`src/rtl/opcol_pkg.sv`:
```
package opcol_pkg;
  localparam int DEF_ENTRIES = 4;
  localparam int DEF_SRC     = 3;
  localparam int DEF_DATA_W  = 32;
  localparam int DEF_OPC_W   = 8;
  localparam int DEF_TAG_W   = 8;

  function automatic int idx_w(input int n);
    return (n > 1) ? $clog2(n) : 1;
  endfunction
endpackage

```
`src/rtl/opcol_free_pick.sv`:
```
module opcol_free_pick #(
  parameter int N  = opcol_pkg::DEF_ENTRIES,
  parameter int IW = opcol_pkg::idx_w(N)
) (
  input  logic [N-1:0]  busy,
  output logic [IW-1:0] idx,
  output logic          full
);
  always_comb begin
    idx = '0;
    for (int i = N - 1; i >= 0; i--) begin
      if (!busy[i]) idx = IW'(i);
    end
  end

  assign full = &busy;
endmodule

```
`src/rtl/opcol_age_matrix.sv`:
```
module opcol_age_matrix #(
  parameter int N  = opcol_pkg::DEF_ENTRIES,
  parameter int IW = opcol_pkg::idx_w(N)
) (
  input  logic          clk,
  input  logic          rst,
  input  logic          alloc_en,
  input  logic [IW-1:0] alloc_idx,
  input  logic [N-1:0]  req,
  output logic [N-1:0]  grant,
  output logic [IW-1:0] grant_idx,
  output logic          any
);
  // older[i][j] set: entry i was allocated before entry j
  logic [N-1:0] older [N];
  logic [N-1:0] blocked;

  always_ff @(posedge clk) begin
    if (rst) begin
      for (int i = 0; i < N; i++) older[i] <= '0;
    end else if (alloc_en) begin
      for (int i = 0; i < N; i++) begin
        for (int j = 0; j < N; j++) begin
          if (IW'(i) == alloc_idx)      older[i][j] <= 1'b0;
          else if (IW'(j) == alloc_idx) older[i][j] <= 1'b1;
        end
      end
    end
  end

  always_comb begin
    blocked = '0;
    for (int i = 0; i < N; i++) begin
      for (int j = 0; j < N; j++) begin
        if (j != i && req[j] && older[j][i]) blocked[i] = 1'b1;
      end
    end
    grant = req & ~blocked;
    grant_idx = '0;
    for (int i = 0; i < N; i++) begin
      if (grant[i]) grant_idx = IW'(i);
    end
  end

  assign any = |req;

  AST_GRANT_ONEHOT: assert property (@(posedge clk) disable iff (rst)
    $onehot0(grant));
endmodule

```
`src/rtl/opcol_operand_store.sv`:
```
module opcol_operand_store #(
  parameter int N_ENTRIES = opcol_pkg::DEF_ENTRIES,
  parameter int N_SRC     = opcol_pkg::DEF_SRC,
  parameter int DATA_W    = opcol_pkg::DEF_DATA_W,
  parameter int EW        = opcol_pkg::idx_w(N_ENTRIES),
  parameter int SW        = opcol_pkg::idx_w(N_SRC)
) (
  input  logic                    clk,
  input  logic                    wr_en,
  input  logic [EW-1:0]           wr_entry,
  input  logic [SW-1:0]           wr_slot,
  input  logic [DATA_W-1:0]       wr_data,
  input  logic                    rd_en,
  input  logic [EW-1:0]           rd_entry,
  output logic [N_SRC*DATA_W-1:0] rd_data
);
  // one small memory per slot, synchronous write and registered read
  for (genvar s = 0; s < N_SRC; s++) begin : g_bank
    logic [DATA_W-1:0] mem [N_ENTRIES];
    logic [DATA_W-1:0] q;

    always_ff @(posedge clk) begin
      if (wr_en && wr_slot == SW'(s)) mem[wr_entry] <= wr_data;
      if (rd_en) q <= mem[rd_entry];
    end

    assign rd_data[s*DATA_W +: DATA_W] = q;
  end
endmodule

```
`src/rtl/opcol_unit.sv`:
```
module opcol_unit #(
  parameter int N_ENTRIES = opcol_pkg::DEF_ENTRIES,
  parameter int N_SRC     = opcol_pkg::DEF_SRC,
  parameter int DATA_W    = opcol_pkg::DEF_DATA_W,
  parameter int OPC_W     = opcol_pkg::DEF_OPC_W,
  parameter int TAG_W     = opcol_pkg::DEF_TAG_W,
  parameter int EW        = opcol_pkg::idx_w(N_ENTRIES),
  parameter int SW        = opcol_pkg::idx_w(N_SRC)
) (
  input  logic                    clk,
  input  logic                    rst,
  input  logic                    alloc_valid,
  input  logic [OPC_W-1:0]        alloc_opcode,
  input  logic [TAG_W-1:0]        alloc_dst,
  input  logic [N_SRC-1:0]        alloc_need,
  input  logic [N_SRC*TAG_W-1:0]  alloc_src_tags,
  output logic                    alloc_full,
  output logic [N_SRC-1:0]        rd_req_valid,
  output logic [EW-1:0]           rd_req_entry,
  output logic [N_SRC*TAG_W-1:0]  rd_req_tag,
  input  logic                    wb_valid,
  input  logic [EW-1:0]           wb_entry,
  input  logic [SW-1:0]           wb_slot,
  input  logic [DATA_W-1:0]       wb_data,
  input  logic                    ex_ready,
  output logic                    ex_valid,
  output logic [OPC_W-1:0]        ex_opcode,
  output logic [TAG_W-1:0]        ex_dst,
  output logic [N_SRC*DATA_W-1:0] ex_src
);
  // entry table
  logic [N_ENTRIES-1:0] valid_q;
  logic [N_SRC-1:0]     need_q [N_ENTRIES];
  logic [N_SRC-1:0]     got_q  [N_ENTRIES];
  logic [OPC_W-1:0]     opc_q  [N_ENTRIES];
  logic [TAG_W-1:0]     dst_q  [N_ENTRIES];

  logic [EW-1:0]        free_idx;
  logic                 alloc_ok;
  logic [N_ENTRIES-1:0] ready;
  logic [N_ENTRIES-1:0] grant;
  logic [EW-1:0]        grant_idx;
  logic                 any_ready;
  logic                 fire;
  logic [N_SRC-1:0]     take [N_ENTRIES];
  logic                 wb_take;
  logic [N_SRC-1:0]     ex_need_q;
  logic [N_SRC*DATA_W-1:0] store_q;

  opcol_free_pick #(.N(N_ENTRIES), .IW(EW)) u_free (
    .busy (valid_q),
    .idx  (free_idx),
    .full (alloc_full)
  );

  assign alloc_ok = alloc_valid && !alloc_full;

  // a return is taken only into an open slot of an occupied entry
  always_comb begin
    wb_take = 1'b0;
    for (int e = 0; e < N_ENTRIES; e++) begin
      for (int s = 0; s < N_SRC; s++) begin
        take[e][s] = wb_valid && wb_entry == EW'(e) && wb_slot == SW'(s) &&
                     valid_q[e] && need_q[e][s] && !got_q[e][s];
        if (take[e][s]) wb_take = 1'b1;
      end
    end
    for (int e = 0; e < N_ENTRIES; e++) begin
      ready[e] = valid_q[e] && (&(got_q[e] | ~need_q[e]));
    end
  end

  opcol_age_matrix #(.N(N_ENTRIES), .IW(EW)) u_age (
    .clk       (clk),
    .rst       (rst),
    .alloc_en  (alloc_ok),
    .alloc_idx (free_idx),
    .req       (ready),
    .grant     (grant),
    .grant_idx (grant_idx),
    .any       (any_ready)
  );

  assign fire = ex_ready && any_ready;

  opcol_operand_store #(
    .N_ENTRIES (N_ENTRIES),
    .N_SRC     (N_SRC),
    .DATA_W    (DATA_W),
    .EW        (EW),
    .SW        (SW)
  ) u_store (
    .clk      (clk),
    .wr_en    (wb_take),
    .wr_entry (wb_entry),
    .wr_slot  (wb_slot),
    .wr_data  (wb_data),
    .rd_en    (fire),
    .rd_entry (grant_idx),
    .rd_data  (store_q)
  );

  always_ff @(posedge clk) begin
    if (rst) begin
      valid_q <= '0;
      for (int e = 0; e < N_ENTRIES; e++) begin
        need_q[e] <= '0;
        got_q[e]  <= '0;
        opc_q[e]  <= '0;
        dst_q[e]  <= '0;
      end
    end else begin
      for (int e = 0; e < N_ENTRIES; e++) begin
        if (fire && grant[e]) valid_q[e] <= 1'b0;
        if (alloc_ok && free_idx == EW'(e)) begin
          valid_q[e] <= 1'b1;
          need_q[e]  <= alloc_need;
          got_q[e]   <= '0;
          opc_q[e]   <= alloc_opcode;
          dst_q[e]   <= alloc_dst;
        end else begin
          got_q[e] <= got_q[e] | take[e];
        end
      end
    end
  end

  always_ff @(posedge clk) begin
    if (rst) begin
      rd_req_valid <= '0;
      rd_req_entry <= '0;
      rd_req_tag   <= '0;
      ex_valid     <= 1'b0;
      ex_opcode    <= '0;
      ex_dst       <= '0;
      ex_need_q    <= '0;
    end else begin
      rd_req_valid <= alloc_ok ? alloc_need : '0;
      if (alloc_ok) begin
        rd_req_entry <= free_idx;
        rd_req_tag   <= alloc_src_tags;
      end
      ex_valid <= fire;
      if (fire) begin
        ex_opcode <= opc_q[grant_idx];
        ex_dst    <= dst_q[grant_idx];
        ex_need_q <= need_q[grant_idx];
      end
    end
  end

  for (genvar s = 0; s < N_SRC; s++) begin : g_mask
    assign ex_src[s*DATA_W +: DATA_W] =
      ex_need_q[s] ? store_q[s*DATA_W +: DATA_W] : '0;
  end

  AST_REQ_AFTER_ALLOC: assert property (@(posedge clk) disable iff (rst)
    (rd_req_valid != '0) |-> $past(alloc_valid));
  AST_FULL_REFUSED: assert property (@(posedge clk) disable iff (rst)
    (alloc_valid && alloc_full) |=> (rd_req_valid == '0));
  AST_FREED_ON_DISPATCH: assert property (@(posedge clk) disable iff (rst)
    fire |=> !valid_q[$past(grant_idx)]);
  AST_DISPATCH_NEEDS_READY: assert property (@(posedge clk) disable iff (rst)
    ex_valid |-> $past(ex_ready));
endmodule

```
`config.mk`:
```
export PLATFORM = sky130hd
export DESIGN_NAME = opcol_unit
export DESIGN_NICKNAME = d
export VERILOG_FILES = /design/src/rtl/opcol_pkg.sv /design/src/rtl/opcol_free_pick.sv /design/src/rtl/opcol_age_matrix.sv /design/src/rtl/opcol_operand_store.sv /design/src/rtl/opcol_unit.sv
export SDC_FILE = /design/constraint.sdc
export NUM_CORES = 1
export LEC_CHECK = 0
export BUFFER_PORTS_ARGS = -buffer_cell sky130_fd_sc_hd__buf_4
export CAP_MARGIN = 10
export CORE_MARGIN = 2
export CORE_UTILIZATION = 59
export CTS_CLUSTER_SIZE = 28
export DETAILED_ROUTE_END_ITERATION = 16
export PLACE_DENSITY = 0.89
export SLEW_MARGIN = 20
export SYNTH_ARGS = -nofsm -noshare
export SYNTH_HDL_FRONTEND = slang
export SYNTH_HIERARCHICAL = 1
export SYNTH_SLANG_ARGS = --single-unit
```
`constraint.sdc`:
```
create_clock -name clk -period 7.1 [get_ports clk]
set_input_delay 0.355 -clock clk [delete_from_list [all_inputs] [get_ports clk]]
set_output_delay 0.355 -clock clk [all_outputs]
set_load 0.05 [all_outputs]
```
==> out/summary.txt <==
crit path time final: 4.23 ns
fin worst setup slack: 2.87 ns
Final ANT Viol Nets: 0
Clock transition at path regs: 0.06 ns
PwrDens: 277 nW/µm²
vias in the first global route: 13700
Die X-Extent: 206 µm
final core occ: 73.0%
clk_skew: 0.0288 ns
slew margin rel.: 24.3%
Routed WL: 56.4 mm
Arr. time, crit path: 4.58 ns
Std-Cell Rows: 73
drt pass-1 iters: 6
clk_lat worst skew: 0.64 ns
I/O Buffers: 226
Req. time, crit path: 7.45 ns
ANT cells: 0
Layout area overhead: 21.5%
Vias: 13200
clk root buf: clkbuf_16
Inserted Clock Buffers: 59
Avg Inst Size Synth: 18.7 µm²
total of max-cap violations: 0
Final GP Congestion: 0.854
final setup fails: 0
total die area: 42300 µm²
CTS sink count: 633
Post-Place Cells: 2006
Avg Vias per Cell: 6.08
Initial Utilization: 60.1%
slew at the pin closest to its max-slew limit: 1.13 ns
fmax: 236 MHz
status: completed
Async SR Flop Fraction: 0%
Max VDD drop: 0.000211 V
Max stage delay on crit path: 0.91 ns
Synth Instances: 1280
Final Hold Viols: 0
Detail Placement HPWL: 29.6 mm
CORE AREA: 39900 µm²
initial DRC count: 1387
Overall Power: 8.06 mW
synthesized flop and latch total: 633
endpoint class of the critical path: flop
fillcell total: 2159
Critical Path Start Type: flop
Top FF cell, synth: edfxtp_1
DRC: 0
H-Tree Depth: 2
CTS tree: yes
worst slack, placed: 2.74 ns
Final nets: 1688
part of the cycle the worst path needs: 59.6%
RSZ-0062 raised after global routing: false
remaining global-route overflow: 0
clock tree buffer depth: 3
kind of critical path: flop to flop
largest net degree at the start of global routing: 106
fin cells: 2176
Hold Crit Class: input port to flop
worst-path maximum fanout: 105
P_leak: 10.1 nW
Final TNS setup: 0 ns
Max stage delay cell, worst path: a2111oi_1
synthesized area: 24000 µm²
wire per inst: 25.9 µm
die height: 206 µm
Seq/Total Area, Yosys: 77.1%
yosys warns: 6
Slew Viols, Final: 0
top-level I/O count: 227
GRT Overall Usage: 27.4%
worst path cell trace: nor2b_1 > a2111oi_1 > nand3_1 > o21ai_4 > buf_12 > mux4_2
Cell variety after synth: 51
Post-synth EDFFs: 580
initial antenna violation count: 0
first-pass GRT wire length: 84.0 mm
share of cells above drive strength 1: 29.9%
-- path summary, 6_finish.rpt --
check,startpoint,end,slack [ns],depth (start not counted)
worst max-delay path,need_q[1][0],u_store/g_bank[0].q[19],2.87,6
worst min-delay path,alloc_opcode[7],opc_q[3][7],0.03,2
worst max register to register,need_q[1][0],u_store/g_bank[0].q[19],2.87,6
worst min register to register,ex_opcode[5],ex_opcode[5],0.46,2
-- through the flow --
stage | hold WS (ns) | cell area (µm²)
3_5_place_dp | 0.447 | 26500
3_3_place_gp | 0.443 | 26400
2_1_floorplan | 0.454 | 24000
6_report | 0.0280 | 29100
4_1_cts | 0.000957 | 29100
5_1_grt | 0.0190 | 29100
-- layout make-up --
class | count | area (µm²) | share of cell area, %
Timing Repair Buffer | 314 | 2560 | 8.80
Inverter | 14 | 55.1 | 0.189
Tap cell | 525 | 657 | 2.26
Clock buffer | 72 | 1590 | 5.45
Clock inverter | 36 | 430 | 1.48
Multi-Input combinational cell | 582 | 5350 | 18.4
Sequential cell | 633 | 18500 | 63.5
-- what timing repair did --
item,CTS,global route
hold endpoints to repair,331,0
hold buffers,60,0
setup buffers,0,0
resized for setup,0,0
-- kinds of logic (layout without fill, tap and decap cells) --
kind of cell	after synthesis	in the layout	share of synthesized area [%]
AOI/OAI and AO/OA	88	88	2.18
xor gates and xnor gates	1	1	0.0365
buffers and inverters	76	436	1.59
DFF	633	633	77.1
muxes	115	115	10.8
other	1	12	0.0156
and+or+nand+nor	366	366	8.30
-- flip-flops by register name, indices dropped and copies added (netlist names), 3 cells and up --
register / count
ex_need_q: 3
u_store/g_bank.q: 96
u_store/g_bank.mem: 384
valid_q: 4
rd_req_tag: 24
ex_dst: 8
need_q: 12
ex_opcode: 8
dst_q: 32
rd_req_valid: 3
opc_q: 32
u_age/older: 12
got_q: 12
-- routing by layer --
metal,up-vias,global-route usage [%],share of wire [%]
met4,0,9.46,3.0
met5,-,0,0
li1,5580,-,-
met3,122,4.67,8.5
met2,804,47.6,52
met1,6728,35.2,37
-- critical path, delay by kind of cell, from the launching register on --
family                 cells  cell delay (ns)
AO/OA/AOI/OAI              2             1.52
flip-flops                 1             0.44
buffers and inverters      1             0.71
AND/OR/NAND/NOR            2             0.56
multiplexers               1             0.62
-- layout by cell type, fill, tap and decap left out, types with 3 or more instances in the layout --
| master | netlist | routed |
|---|---|---|
| a21o_1 | 4 | 4 |
| clkinvlp_4 | 0 | 4 |
| clkbuf_1 | 32 | 8 |
| clkbuf_16 | 0 | 60 |
| conb_1 | 1 | 12 |
| nand2_1 | 104 | 104 |
| nor2_4 | 0 | 9 |
| a22oi_1 | 4 | 4 |
| nand2b_1 | 12 | 11 |
| nor3_2 | 0 | 3 |
| o31ai_4 | 0 | 3 |
| nor2_1 | 28 | 19 |
| o21bai_1 | 3 | 3 |
| nor3_1 | 10 | 7 |
| clkinv_1 | 0 | 12 |
| edfxtp_1 | 580 | 580 |
| inv_2 | 3 | 3 |
| dlygate4sd3_1 | 0 | 60 |
| dfxtp_1 | 53 | 53 |
| and3_1 | 6 | 6 |
| nor2b_1 | 6 | 6 |
| buf_4 | 1 | 248 |
| bufinv_16 | 0 | 9 |
| nand3_1 | 9 | 9 |
| and2_1 | 172 | 172 |
| inv_1 | 11 | 10 |
| nor4_4 | 0 | 3 |
| a31oi_1 | 10 | 10 |
| clkbuf_8 | 0 | 5 |
| a31o_2 | 4 | 4 |
| clkinv_2 | 0 | 7 |
| mux4_2 | 115 | 115 |
| a21oi_1 | 50 | 50 |
-- Yosys cell counts, types with 3 or more instances --
| cell type | count | area share (%) |
|---|---|---|
| edfxtp_1 | 580 | 73 |
| and2_1 | 172 | 4.5 |
| mux4_2 | 115 | 11 |
| nand2_1 | 104 | 1.6 |
| dfxtp_1 | 53 | 4.4 |
| a21oi_1 | 50 | 1.0 |
| clkbuf_1 | 32 | 0.50 |
| nor2_1 | 28 | 0.44 |
| buf_2 | 17 | 0.35 |
| nand2b_1 | 12 | 0.31 |
| inv_1 | 11 | 0.17 |
| a31oi_1 | 10 | 0.26 |
| nor3_1 | 10 | 0.21 |
| nand3_1 | 9 | 0.19 |
| buf_6 | 7 | 0.33 |
| and3_1 | 6 | 0.16 |
| nor2b_1 | 6 | 0.16 |
| a21o_1 | 4 | 0.13 |
| a22oi_1 | 4 | 0.13 |
| a31o_2 | 4 | 0.15 |
| buf_1 | 3 | 0.047 |
| inv_2 | 3 | 0.047 |
| nor4_1 | 3 | 0.078 |
| o21bai_1 | 3 | 0.094 |
| o31ai_1 | 3 | 0.094 |
-- where the power goes --
part / internal [mW] / total [mW] / leakage [nW] / switching (mW)
Clock: 1.91 / 3.29 / 0.974 / 1.38
Sequential: 4.17 / 4.22 / 5.81 / 0.0405
Combinational: 0.206 / 0.553 / 3.28 / 0.348
Total: 6.29 / 8.06 / 10.1 / 1.77
Note: power is estimated with default switching activity, not from simulation.
